## src/rtl/resdata_pkg.sv

```systemverilog
package resdata_pkg;

  typedef enum logic [2:0] {
    PS_HEAD,
    PS_LEN_LO,
    PS_LEN_HI,
    PS_BODY,
    PS_END
  } parse_state_t;

  localparam logic [3:0] END_ITEM_NAME = 4'hF;
  localparam int         LEN_W         = 16;

  // Image 0: terminated description with end-header lookalikes in payloads.
  // Image 1: a single endless large item (no end tag).
  function automatic logic [7:0] image_byte(input int sel, input int idx);
    logic [7:0] b;
    if (sel == 1) begin
      if (idx == 0)                  b = 8'h84;
      else if (idx == 1 || idx == 2) b = 8'hFF;
      else                           b = 8'(idx * 3 + 1);
    end else begin
      case (idx)
        0:  b = 8'h0A;
        1:  b = 8'h10;
        2:  b = 8'h00;
        3:  b = 8'h15;
        4:  b = 8'h41;
        5:  b = 8'h78;
        6:  b = 8'h79;
        7:  b = 8'h44;
        8:  b = 8'h45;
        9:  b = 8'h82;
        10: b = 8'h03;
        11: b = 8'h00;
        12: b = 8'h79;
        13: b = 8'h78;
        14: b = 8'h00;
        15: b = 8'h22;
        16: b = 8'h20;
        17: b = 8'h00;
        18: b = 8'h79;
        19: b = 8'h5A;
        default: b = 8'hEE;
      endcase
    end
    return b;
  endfunction

endpackage

```

## src/rtl/resdata_rom.sv

```systemverilog
module resdata_rom #(
  parameter int DEPTH = 64,
  parameter int AW    = 6,
  parameter int IMAGE = 0
) (
  input  logic          clk,
  input  logic [AW-1:0] addr,
  output logic [7:0]    q
);
  logic [7:0] mem [DEPTH];

  initial begin
    for (int i = 0; i < DEPTH; i++) mem[i] = resdata_pkg::image_byte(IMAGE, i);
  end

  // synchronous read port, block-RAM friendly
  always_ff @(posedge clk) begin
    q <= mem[addr];
  end
endmodule

```

## src/rtl/resdata_parser.sv

```systemverilog
module resdata_parser
  import resdata_pkg::*;
(
  input  logic       clk,
  input  logic       rst,
  input  logic       clear,
  input  logic       consume,
  input  logic [7:0] byte_in,
  output logic       done
);
  parse_state_t     state_q;
  logic [LEN_W-1:0] remain_q;
  logic [7:0]       len_lo_q;
  logic             is_end_q;

  logic             small_is_end;
  logic [LEN_W-1:0] large_len;

  assign small_is_end = (byte_in[6:3] == END_ITEM_NAME);
  assign large_len    = {byte_in, len_lo_q};

  always_ff @(posedge clk) begin
    if (rst || clear) begin
      state_q  <= PS_HEAD;
      remain_q <= '0;
      len_lo_q <= '0;
      is_end_q <= 1'b0;
    end else if (consume) begin
      case (state_q)
        PS_HEAD: begin
          if (!byte_in[7]) begin
            is_end_q <= small_is_end;
            remain_q <= LEN_W'(byte_in[2:0]);
            if (byte_in[2:0] == 3'd0) state_q <= small_is_end ? PS_END : PS_HEAD;
            else                      state_q <= PS_BODY;
          end else begin
            is_end_q <= 1'b0;
            state_q  <= PS_LEN_LO;
          end
        end
        PS_LEN_LO: begin
          len_lo_q <= byte_in;
          state_q  <= PS_LEN_HI;
        end
        PS_LEN_HI: begin
          remain_q <= large_len;
          state_q  <= (large_len == '0) ? PS_HEAD : PS_BODY;
        end
        PS_BODY: begin
          remain_q <= remain_q - LEN_W'(1);
          if (remain_q == LEN_W'(1)) state_q <= is_end_q ? PS_END : PS_HEAD;
        end
        PS_END:  state_q <= PS_END;
        default: state_q <= PS_HEAD;
      endcase
    end
  end

  assign done = (state_q == PS_END);
endmodule

```

## src/rtl/resdata_pacer.sv

```systemverilog
module resdata_pacer #(
  parameter int FETCH_CYCLES = 2,
  parameter int CW           = 2
) (
  input  logic clk,
  input  logic rst,
  input  logic restart,
  output logic ready
);
  logic [CW-1:0] cnt_q;

  always_ff @(posedge clk) begin
    if (rst || restart)       cnt_q <= CW'(FETCH_CYCLES);
    else if (cnt_q != '0)     cnt_q <= cnt_q - CW'(1);
  end

  assign ready = (cnt_q == '0);
endmodule

```

## src/rtl/resdata_reader.sv

```systemverilog
module resdata_reader #(
  parameter int         ROM_DEPTH    = 64,
  parameter int         FETCH_CYCLES = 2,
  parameter int         IMAGE_SEL    = 0,
  parameter logic [7:0] IDX_DATA     = 8'h04,
  parameter logic [7:0] IDX_STATUS   = 8'h05
) (
  input  logic       clk,
  input  logic       rst,
  input  logic       wake,
  input  logic       reg_rd,
  input  logic [7:0] reg_idx,
  output logic [7:0] rd_data
);
  localparam int               PTR_W    = (ROM_DEPTH > 1) ? $clog2(ROM_DEPTH) : 1;
  localparam int               CNT_W    = $clog2(FETCH_CYCLES + 1);
  localparam logic [PTR_W-1:0] LAST_PTR = PTR_W'(ROM_DEPTH - 1);

  logic [PTR_W-1:0] ptr_q;
  logic [7:0]       rom_q;
  logic             ready;
  logic             parse_done;
  logic             exhausted_q;
  logic             at_end;
  logic             data_hit;
  logic             stat_hit;
  logic             take;

  assign data_hit = reg_rd && (reg_idx == IDX_DATA);
  assign stat_hit = reg_rd && (reg_idx == IDX_STATUS);
  assign at_end   = parse_done || exhausted_q;
  assign take     = data_hit && ready && !at_end && !wake;

  resdata_rom #(.DEPTH(ROM_DEPTH), .AW(PTR_W), .IMAGE(IMAGE_SEL)) u_rom (
    .clk  (clk),
    .addr (ptr_q),
    .q    (rom_q)
  );

  resdata_parser u_parser (
    .clk     (clk),
    .rst     (rst),
    .clear   (wake),
    .consume (take),
    .byte_in (rom_q),
    .done    (parse_done)
  );

  resdata_pacer #(.FETCH_CYCLES(FETCH_CYCLES), .CW(CNT_W)) u_pacer (
    .clk     (clk),
    .rst     (rst),
    .restart (take || wake),
    .ready   (ready)
  );

  always_ff @(posedge clk) begin
    if (rst || wake) begin
      ptr_q       <= '0;
      exhausted_q <= 1'b0;
    end else if (take) begin
      if (ptr_q == LAST_PTR) exhausted_q <= 1'b1;
      else                   ptr_q       <= ptr_q + PTR_W'(1);
    end
  end

  always_ff @(posedge clk) begin
    if (rst) begin
      rd_data <= 8'h00;
    end else if (reg_rd) begin
      if (take)          rd_data <= rom_q;
      else if (stat_hit) rd_data <= {7'b0, ready};
      else               rd_data <= 8'h00;
    end
  end
endmodule

```

## config.mk

```make
export PLATFORM = sky130hd
export DESIGN_NAME = resdata_reader
export DESIGN_NICKNAME = d
export VERILOG_FILES = /design/src/rtl/resdata_pkg.sv /design/src/rtl/resdata_rom.sv /design/src/rtl/resdata_parser.sv /design/src/rtl/resdata_pacer.sv /design/src/rtl/resdata_reader.sv
export SDC_FILE = /design/constraint.sdc
export NUM_CORES = 1
export LEC_CHECK = 0
export BUFFER_PORTS_ARGS = -buffer_cell sky130_fd_sc_hd__buf_2
export CAP_MARGIN = 10
export CORE_ASPECT_RATIO = 2
export CORE_MARGIN = 2
export CORE_UTILIZATION = 25
export CTS_BUF_LIST = sky130_fd_sc_hd__clkbuf_16
export CTS_CLUSTER_SIZE = 16
export DETAILED_ROUTE_END_ITERATION = 10
export PLACE_DENSITY = 0.46
export SYNTH_ARGS = -nofsm -noshare
export SYNTH_HDL_FRONTEND = slang
export SYNTH_HIERARCHICAL = 1
export SYNTH_SLANG_ARGS = --single-unit
```

## constraint.sdc

```tcl
create_clock -name clk -period 3.26 [get_ports clk]
set_clock_uncertainty 0.15 [all_clocks]
set_input_delay 0.489 -clock clk [delete_from_list [all_inputs] [get_ports clk]]
set_output_delay 0.489 -clock clk [all_outputs]
set_load 0.1 [all_outputs]
```

==> results of run 1 <==
==> state kept, by name (all words and copies together) (netlist names) <==
signal             cells
u_parser/state_q       3
ptr_q                  6
u_rom/q                8
u_parser/remain_q     16
u_pacer/cnt_q          2
u_parser/is_end_q      1
rd_data                8
u_parser/len_lo_q      8
exhausted_q            1
==> layer usage <==
layer  part of all wire  wire length, um
met4              0.014              123
met2               0.46             3950
met1               0.49             4170
met3              0.038              328
met5                  0                0
==> tightest hold or removal path, stage by stage (launching register included) <==
cell     delay [ns]
dfxtp_1        0.31
nand2_1        0.05
a21oi_1        0.05
==> cell usage after synthesis, types with 2 or more instances <==
master,count
dfxtp_1,53
nor2_1,39
a21oi_1,27
nand2_1,15
mux2i_1,14
clkbuf_1,13
nor3_1,13
o21ai_0,13
inv_1,12
ha_1,11
a22oi_1,9
nor2b_1,9
nor4_1,9
a211oi_1,7
o21ai_1,7
and4_1,6
nand4_1,6
and3_1,5
buf_6,4
nand2b_1,4
o22ai_1,4
o311ai_0,4
or2_2,4
a21o_1,3
a221oi_1,3
a31oi_1,3
a41oi_1,3
buf_2,3
nand3_1,3
nand3b_1,3
o211ai_1,3
o21a_1,3
or3_1,3
or4_1,3
a31o_2,2
a32o_1,2
and2_1,2
and4b_1,2
buf_4,2
nand4b_1,2
nor2_2,2
nor4_2,2
nor4b_1,2
nor4b_4,2
o31ai_1,2
==> metrics by stage <==
step | hold slack [ns] | instances
floorplan | 0.287 | 370
global placement | 0.305 | 520
detailed placement | 0.313 | 520
CTS | 0.322 | 528
global route | 0.355 | 528
finish | 0.317 | 528
==> cells by family (layout without fill, tap and decap cells) <==
kind of cell / Yosys count / in the layout / synth area share
simple gates: 146 / 146 / 0.285
compound gates: 105 / 105 / 0.221
flops: 53 / 53 / 0.337
buf+inv: 38 / 46 / 0.0587
mux: 16 / 16 / 0.0528
fa+ha+maj: 11 / 11 / 0.0437
xor+xnor: 1 / 1 / 0.00278
==> report_power, final <==
group          switching [mW]  internal [mW]  leakage (nW)  total [mW]
registers             0.00130          0.650         0.427       0.651
clock network           0.242          0.280        0.0724       0.521
logic                  0.0307         0.0155         0.725      0.0463
total                   0.274          0.945          1.22        1.22
==> repair_timing <==
item	CTS	global route
setup endpoints to repair	0	2
hold buffers	0	0
gates resized for setup	0	2
==> area by class of cell <==
class	count	area, um^2
fillers	1335	8920
multi-input cells	279	1910
flip-flops and latches	53	1060
well taps	150	188
repair buffers	24	133
clock buffers	5	125
inverters	14	52.6
clock inverters	3	15.0
==> how the worst min path moves through the flow <==
stage                                  from                 to  slack [ns]  cells after the start
after global routing      u_parser/is_end_q  u_parser/is_end_q        0.36                      2
final                     u_parser/is_end_q  u_parser/is_end_q        0.32                      2
after floorplan           u_parser/is_end_q  u_parser/is_end_q        0.29                      2
after global placement    u_parser/is_end_q  u_parser/is_end_q        0.30                      2
after detailed placement  u_parser/is_end_q  u_parser/is_end_q        0.31                      2
after CTS                 u_parser/is_end_q  u_parser/is_end_q        0.32                      2
==> flow_summary.json, run 1 <==
{
  "worstSetupEndpoint": "u_parser/remain_q[9]",
  "mostFrequentLayoutCells": "53 x dfxtp_1, 39 x nor2_1, 27 x a21oi_1",
  "synth_area_um2": 3150,
  "dpl_cell_area_um2": 3340,
  "hold_viol_final": 0,
  "p_leak_nw": 1.22,
  "cp_slowest_cell": "dfxtp_1",
  "h-tree-depth": 2,
  "fin_ws_ns": 0.324,
  "rsz0062_at_grt": "no",
  "antenna_found_initial": 0,
  "max_slew_margin": 0.544,
  "grt.met3_usage": 0.0198,
  "grt_pass1_wl_mm": 14.1,
  "setup_violations": 0,
  "syn_nets": 393,
  "yosysSeqAreaShare": 0.337,
  "required_ns": 3.27,
  "crit_start": "u_parser/state_q[1]",
  "rr_worst_depth": 9,
  "cts_tree": "yes",
  "grt_util_met2": 0.203,
  "grt_pass1_vias": 2677,
  "status": "complete, no violations",
  "port_buffers": 19,
  "vias": 2816,
  "cts_buffer_depth": 2,
  "use_met1": 0.179,
  "r2r-end": "u_parser/remain_q[9]",
  "area_growth_pct": 10.6,
  "design_area_um2": 3490,
  "chipWidth_um": 83.4,
  "end_kind": "flip-flop",
  "r2r-start": "u_parser/state_q[1]",
  "reg2reg_setup_slack_ns": 0.32,
  "place.gp.congestion": 0.819,
  "drc": 0,
  "syn_avg_cell_area_um2": 8.52,
  "synthTopCellsByArea": "dfxtp_1 34%, nor2_1 4.6%, mux2i_1 4.4%, ha_1 4.4%, a21oi_1 4.3%",
  "start_util": 0.254,
  "dp_slack_ns": 0.266,
  "pwr_density_cell_nw_per_um2": 349,
  "synth_warnings": 6,
  "routed_wl_mm": 8.57,
  "die_h_um": 163,
  "post_drt_wl_per_cell_um": 16.2,
  "p_total_mw": 1.22,
  "final_common_cell": "dfxtp_1",
  "vias_per_cell": 5.33,
  "post-cts-setup-buffer-count": 0,
  "track_usage": 0.129,
  "finalMaxSlewViolations": 0,
  "drtIter0Drc": 173,
  "hpwl_mm": 6.06,
  "crit_family": "simple AND/OR/NAND/NOR gates",
  "yosysTopAreaCellShare": 0.337,
  "fin_nets": 400,
  "clock.fmax_mhz": 341,
  "crit_chain": "nor2_1 > and2_1 > nor4_2 > nand4_4 > inv_1 > nor2b_1 > nand2_1 > o211ai_1 > o41ai_1",
  "yosysUniqueCellTypes": 72,
  "synth_edf_count": 0,
  "period_needed_ns": 2.94,
  "ir_drop_v": 0.000215,
  "ios": 20,
  "syn_inst": 370,
  "firstDrtPassIters": 6,
  "critPathMaxFanout": 13,
  "ant_nets": 0,
  "rows": 58,
  "cts.sinks": 53,
  "critical_path_cell_count": 9,
  "synth_top_flop_cell": "dfxtp_1",
  "grt.overflow.total": 0,
  "worstPathArrival_ns": 2.95,
  "clk_pin_slew_ns": 0.07,
  "core-area_um2": 12400,
  "die_area_um2": 13600,
  "clk_latency_ns": 0.30,
  "yosysTopAreaCell": "dfxtp_1",
  "worst_slew_pin_slew_ns": 0.683,
  "period_share": 0.901,
  "setup.worst_path.class": "flip-flop to flip-flop",
  "cts-root-buf": "clkbuf_16",
  "hold_path.class": "flip-flop to flip-flop",
  "ys_seq_elements": 53,
  "fin_setup_tns_ns": 0,
  "n_antenna_cell": 0,
  "final_core_util": 0.281,
  "ys_async_sr_fraction": 0,
  "drive_gt1_frac": 0.135,
  "cap_viol_max_count": 0,
  "gr-max-usage-layer": "met2",
  "grt_max_degree": 27,
  "startpoint_type": "flip-flop",
  "max_stage_delay_ns": 0.52,
  "cts_buffers": 5,
  "path_buf_inv": 1
}
(Power assumes the default switching activity.)
==> inputs of run 2 (changes only) <==
--- a/config.mk
+++ b/config.mk
@@ -5,6 +5,8 @@
 export SDC_FILE = /design/constraint.sdc
 export NUM_CORES = 1
 export LEC_CHECK = 0
+export ABC_AREA = 1
+export ABC_CLOCK_PERIOD_IN_PS = 2700
 export BUFFER_PORTS_ARGS = -buffer_cell sky130_fd_sc_hd__buf_2
 export CAP_MARGIN = 10
 export CORE_ASPECT_RATIO = 2
@@ -13,7 +15,7 @@
 export CTS_BUF_LIST = sky130_fd_sc_hd__clkbuf_16
 export CTS_CLUSTER_SIZE = 16
 export DETAILED_ROUTE_END_ITERATION = 10
-export PLACE_DENSITY = 0.46
+export PLACE_DENSITY = 0.47
 export SYNTH_ARGS = -nofsm -noshare
 export SYNTH_HDL_FRONTEND = slang
 export SYNTH_HIERARCHICAL = 1
==> constraint.sdc (replaced) <==
create_clock -name clk -period 2.7 [get_ports clk]
set_clock_uncertainty 0.15 [all_clocks]
set_input_delay 0.405 -clock clk [delete_from_list [all_inputs] [get_ports clk]]
set_output_delay 0.405 -clock clk [all_outputs]
set_load 0.1 [all_outputs]
==> run 2 against run 1 <==
Clock power increased by 42%. Cell count increased by 26%. Wire length increased by 0.19%. Die area increased by 0.57%. Largest cell class unchanged.
==> flow_summary.json, run 2 <==
{
  "status": "complete, no violations",
  "cts_buffers": 5,
  "die_area_um2": 13700,
  "r2r-end": "u_parser/remain_q[6]",
  "reg2reg_setup_slack_ns": 0.70,
  "rows": 58,
  "synth_edf_count": 0,
  "grt_pass1_wl_mm": 13.9,
  "rsz0062_at_grt": "no",
  "yosysTopAreaCellShare": 0.335,
  "ys_async_sr_fraction": 0,
  "ant_nets": 0,
  "yosysUniqueCellTypes": 33,
  "hold_buffers": 0,
  "synthTopCellsByArea": "dfxtp_1 33%, nand2_1 13%, nor2_1 9.6%, inv_1 7.2%, a21oi_1 6.2%",
  "grt_pass1_vias": 2830,
  "die_h_um": 163,
  "finalMaxSlewViolations": 0,
  "ys_seq_elements": 53,
  "final_common_cell": "nand2_1",
  "yosysMostFrequentCell": "nand2_1",
  "rr_worst_depth": 13,
  "r2r-start": "u_parser/state_q[1]",
  "worst_slew_pin_slew_ns": 0.490,
  "synth_warnings": 6,
  "core-area_um2": 12500,
  "fin_setup_tns_ns": 0,
  "fin_ws_ns": 0.695,
  "ir_drop_v": 0.000236,
  "period_share": 0.742,
  "whs_path_depth": 3,
  "clk_latency_ns": 0.30,
  "startpoint_type": "flip-flop",
  "drtIter0Drc": 176,
  "p_leak_nw": 1.55,
  "area_growth_pct": 12.7,
  "cap_viol_max_count": 0,
  "grt.overflow.total": 0,
  "antenna_found_initial": 0,
  "yosysTopAreaCell": "dfxtp_1",
  "mostFrequentLayoutCells": "114 x nand2_1, 81 x nor2_1, 61 x inv_1",
  "post_drt_wl_per_cell_um": 12.9,
  "hpwl_mm": 6.79,
  "synth_top_flop_cell": "dfxtp_1",
  "vias": 3024,
  "max_slew_margin": 0.673,
  "clk_pin_slew_ns": 0.08,
  "critPathMaxFanout": 18,
  "hold_path.class": "primary input to flip-flop",
  "worstPathArrival_ns": 2.05,
  "end_kind": "flip-flop",
  "dp_slack_ns": 0.691,
  "period_needed_ns": 2.00,
  "hold_end": "u_pacer/cnt_q[1]",
  "chipWidth_um": 83.6,
  "synth_area_um2": 3170,
  "syn_nets": 519,
  "cts_resized": 0,
  "drc": 0,
  "syn_avg_cell_area_um2": 6.39,
  "syn_inst": 496,
  "post-cts-setup-buffer-count": 0,
  "port_buffers": 19,
  "fin_nets": 539,
  "setup_violations": 0,
  "track_usage": 0.128,
  "h-tree-depth": 2,
  "place.gp.congestion": 0.864,
  "hold_start": "rst",
  "yosysSeqAreaShare": 0.335,
  "routed_wl_mm": 8.58,
  "clock.fmax_mhz": 499,
  "pwr_density_cell_nw_per_um2": 460,
  "start_util": 0.254,
  "crit_start": "u_parser/state_q[1]",
  "regMostFlops": "u_parser/remain_q",
  "largest_reg_flops": 16,
  "cts_buffer_depth": 2,
  "ios": 20,
  "cts_tree": "yes",
  "vias_per_cell": 4.53,
  "synthTopCellsByCount": "114 x nand2_1, 81 x nor2_1, 61 x inv_1, 53 x dfxtp_1, 39 x a21oi_1",
  "cts.sinks": 53,
  "firstDrtPassIters": 4,
  "cts-root-buf": "clkbuf_16",
  "grt_max_degree": 25,
  "hold_viol_final": 0,
  "drive_gt1_frac": 0.112,
  "setup.worst_path.class": "flip-flop to flip-flop",
  "n_antenna_cell": 0,
  "required_ns": 2.75
}
[run 2: changes by cell type after synthesis, sizes merged, moves of 12 or more]
cell and delta:
o21ai +22, inv +52, a21oi +17, nand2 +104
nand3 +38, nor2 +46, mux2i -14, nor4 -12
[run 2: where the power goes]
group	leakage [nW]	internal [mW]	switching [mW]	total, mW
clock	0.0800	0.439	0.300	0.740
sequential	0.429	0.789	0.00419	0.793
combinational	1.04	0.0259	0.0832	0.109
[run 2: area by class of cell]
| cell class | instances | area [um^2] |
|---|---|---|
| clock inverter | 3 | 46.3 |
| fill | 1413 | 8910 |
| timing repair buffer | 22 | 118 |
| sequential | 53 | 1060 |
| inverter | 68 | 262 |
| tap | 150 | 188 |
| multi-input combinational | 366 | 1770 |
| clock buffer | 5 | 125 |
[run 2: worst max path at each step]
stage	to	slack [ns]	cells past startpoint
floorplan	u_parser/remain_q[10]	0.90	13
global placement	u_parser/remain_q[6]	0.74	13
detailed placement	u_parser/remain_q[2]	0.69	12
CTS	u_parser/remain_q[2]	0.67	12
global route	u_parser/remain_q[7]	0.41	12
finish	u_parser/remain_q[6]	0.70	13
[run 2: metal layers]
metal,track usage,up-vias,wire (um),part of all wire
li1,-,1626,-,-
met1,0.125,1351,3220,0.37
met2,0.256,39,4980,0.58
met3,0.0253,8,225,0.026
met4,0.0535,0,161,0.019
met5,0,-,0,0
[run 2: through the flow]
| stage | power (mW) | hold slack [ns] | util | instance area (um^2) | instances |
|---|---|---|---|---|---|
| 2_1_floorplan | 0.892 | 0.275 | - | 3170 | 496 |
| 3_3_place_gp | 0.921 | 0.303 | 0.273 | 3400 | 659 |
| 3_5_place_dp | 0.923 | 0.303 | 0.273 | 3400 | 659 |
| 4_1_cts | 1.67 | 0.249 | 0.286 | 3570 | 667 |
| 5_1_grt | 1.71 | 0.268 | 0.286 | 3570 | 667 |
| 6_report | 1.64 | 0.250 | 0.286 | 3570 | 667 |
[run 2: cell families after synthesis]
kind of cell	synth area share
and+or+nand+nor	0.356
AOI/OAI and AO/OA	0.157
buffers and inverters	0.106
DFF	0.335
adders and majority gates	0.0434
xor gates and xnor gates	0.00276
[run 2: critical path: stages, from the launching register on]
cell and delay [ns]:
dfxtp_1 0.43, nor2_1 0.08, nand2_1 0.09, inv_1 0.06
inv_1 0.06, nand2_1 0.05, nor2_1 0.13, nand3_2 0.12
nor2_4 0.18, nand2_4 0.15, inv_4 0.20, nand3_1 0.09
nand2_1 0.06, inv_1 0.04
==> inputs of run 3 (changes only) <==
--- a/config.mk
+++ b/config.mk
@@ -6,7 +6,7 @@
 export NUM_CORES = 1
 export LEC_CHECK = 0
 export ABC_AREA = 1
-export ABC_CLOCK_PERIOD_IN_PS = 2700
+export ABC_CLOCK_PERIOD_IN_PS = 1900
 export BUFFER_PORTS_ARGS = -buffer_cell sky130_fd_sc_hd__buf_2
 export CAP_MARGIN = 10
 export CORE_ASPECT_RATIO = 2
@@ -15,7 +15,7 @@
 export CTS_BUF_LIST = sky130_fd_sc_hd__clkbuf_16
 export CTS_CLUSTER_SIZE = 16
 export DETAILED_ROUTE_END_ITERATION = 10
-export PLACE_DENSITY = 0.47
+export PLACE_DENSITY = 0.46
 export SYNTH_ARGS = -nofsm -noshare
 export SYNTH_HDL_FRONTEND = slang
 export SYNTH_HIERARCHICAL = 1
==> constraint.sdc (replaced) <==
create_clock -name clk -period 1.9 [get_ports clk]
set_clock_uncertainty 0.15 [all_clocks]
set_input_delay 0.285 -clock clk [delete_from_list [all_inputs] [get_ports clk]]
set_output_delay 0.285 -clock clk [all_outputs]
set_load 0.1 [all_outputs]
==> run 3 against run 2 <==
Register-to-register slack worse by 0.57 ns. Critical endpoint is now u_parser/remain_q[13]. Final area rose by 7.4%. Largest cell class unchanged. Largest power group unchanged. First-iteration DRC count fell by 16%. Highest routed layer unchanged.
==> flow_summary.json, run 3 (synthesized netlist as in run 2, its figures left out) <==
{
  "period_share": 0.933,
  "rsz0062_at_grt": "no",
  "end_kind": "flip-flop",
  "h-tree-depth": 2,
  "firstDrtPassIters": 4,
  "hold_buffers": 0,
  "max_stage_delay_ns": 0.33,
  "track_usage": 0.139,
  "mostFrequentLayoutCells": "113 x nand2_1, 80 x nor2_1, 58 x inv_1",
  "ant_nets": 0,
  "max_slew_margin": 0.671,
  "setup_violations": 0,
  "port_buffers": 19,
  "ios": 20,
  "p_total_mw": 2.32,
  "cts_buffer_depth": 2,
  "hpwl_mm": 7.60,
  "pwr_density_cell_nw_per_um2": 604,
  "vias": 3203,
  "routed_wl_mm": 9.35,
  "drive_gt1_frac": 0.187,
  "hold_path.class": "primary input to flip-flop",
  "grt_pass1_wl_mm": 14.8,
  "worst_slew_pin_slew_ns": 0.492,
  "grt_max_degree": 19,
  "vias_per_cell": 4.64,
  "largest_reg_flops": 16,
  "rows": 58,
  "p_leak_nw": 1.68,
  "cp_slowest_cell": "dfxtp_2",
  "hold_viol_final": 0,
  "die_h_um": 163,
  "cts_tree": "yes",
  "cts.sinks": 53,
  "chipWidth_um": 83.6,
  "fin_nets": 562,
  "clk_pin_slew_ns": 0.07,
  "clk_latency_ns": 0.30,
  "cts-root-buf": "clkbuf_16",
  "grt_pass1_vias": 3102,
  "routed.top_layer": "met4",
  "period_needed_ns": 1.77,
  "place.gp.congestion": 0.838,
  "drc": 0,
  "cts_buffers": 5,
  "post_drt_wl_per_cell_um": 13.6,
  "crit_chain": "inv_2 > ha_4 > nand2_1 > nor2_1 > nand3_2 > nor2_4 > nand2_4 > buf_6 > a21oi_2 > a21oi_1",
  "clock.fmax_mhz": 564,
  "path_buf_inv": 2,
  "met1_length_mm": 3.26,
  "n_fill_cell": 1431,
  "status": "complete, no violations",
  "dpl_cell_area_um2": 3540,
  "drtIter0Drc": 147,
  "startpoint_type": "flip-flop",
  "wl_met3_um": 219,
  "dr_wl_met2_mm": 5.42,
  "die_area_um2": 13700,
  "fin_setup_tns_ns": 0,
  "finalNonFillerCells": 690,
  "worstPathArrival_ns": 1.81,
  "setup.worst_path.class": "flip-flop to flip-flop",
  "critPathMaxFanout": 7,
  "start_util": 0.254,
  "antenna_found_initial": 0,
  "core-area_um2": 12500,
  "design_area_um2": 3840,
  "required_ns": 1.94,
  "area_growth_pct": 21.0,
  "finalMaxSlewViolations": 0,
  "cap_viol_max_count": 0,
  "n_antenna_cell": 0,
  "dpl.cell_count": 678,
  "ir_drop_v": 0.000332,
  "grt.overflow.total": 0,
  "regMostFlops": "u_parser/remain_q",
  "final_common_cell": "nand2_1",
  "crit_family": "simple AND/OR/NAND/NOR gates"
}
## run 3: path summary, 6_finish.rpt
kind	startpoint	slack [ns]	end	cells past startpoint
max	u_pacer/cnt_q[1]	0.13	u_parser/remain_q[13]	10
min	rst	0.14	u_pacer/cnt_q[1]	3
max reg2reg	u_pacer/cnt_q[1]	0.13	u_parser/remain_q[13]	10
min reg2reg	u_parser/is_end_q	0.33	u_parser/is_end_q	2
## run 3: worst reg2reg max path: cells and delay by family (launching register included)
family | cells | cell delay, ns
compound gates | 2 | 0.20
fa+ha+maj | 1 | 0.14
flops | 1 | 0.33
buf+inv | 2 | 0.25
simple gates | 5 | 0.61
## run 3: metrics by stage
| step | hold WS [ns] | worst slack, ns | util |
|---|---|---|---|
| 3_3_place_gp | 0.304 | 0.0431 | 0.284 |
| 4_1_cts | 0.128 | 0.00997 | 0.297 |
| 6_report | 0.137 | 0.128 | 0.308 |
| 2_1_floorplan | 0.253 | 0.0965 | - |
| 3_5_place_dp | 0.327 | 0.0339 | 0.284 |
| 5_1_grt | 0.150 | 0.00740 | 0.308 |
## run 3: area by class of cell
| class | instances | area (um^2) | share of cell area |
|---|---|---|---|
| sequential | 53 | 1070 | 0.278 |
| inverter | 68 | 272 | 0.0707 |
| clock inverter | 3 | 37.5 | 0.00978 |
| clock buffer | 5 | 125 | 0.0326 |
| timing repair buffer | 45 | 305 | 0.0795 |
| tap | 150 | 188 | 0.0489 |
| multi-input combinational | 366 | 1850 | 0.481 |
## run 3: timing repair
item | CTS | global route
resized for setup | 0 | 32
buffers inserted | 0 | 4
setup endpoints to repair | 0 | 22
## run 3: per-layer routing
layer / vias up / GRT usage
met1: 1449 / 0.118
met5: - / 0
met4: 0 / 0.0843
met3: 22 / 0.0212
li1: 1671 / -
met2: 61 / 0.287
## run 3: report_power, final
part           internal, mW  total, mW  switching (mW)
clock                 0.613       1.03           0.413
combinational        0.0412      0.165           0.124
sequential             1.12       1.13         0.00610
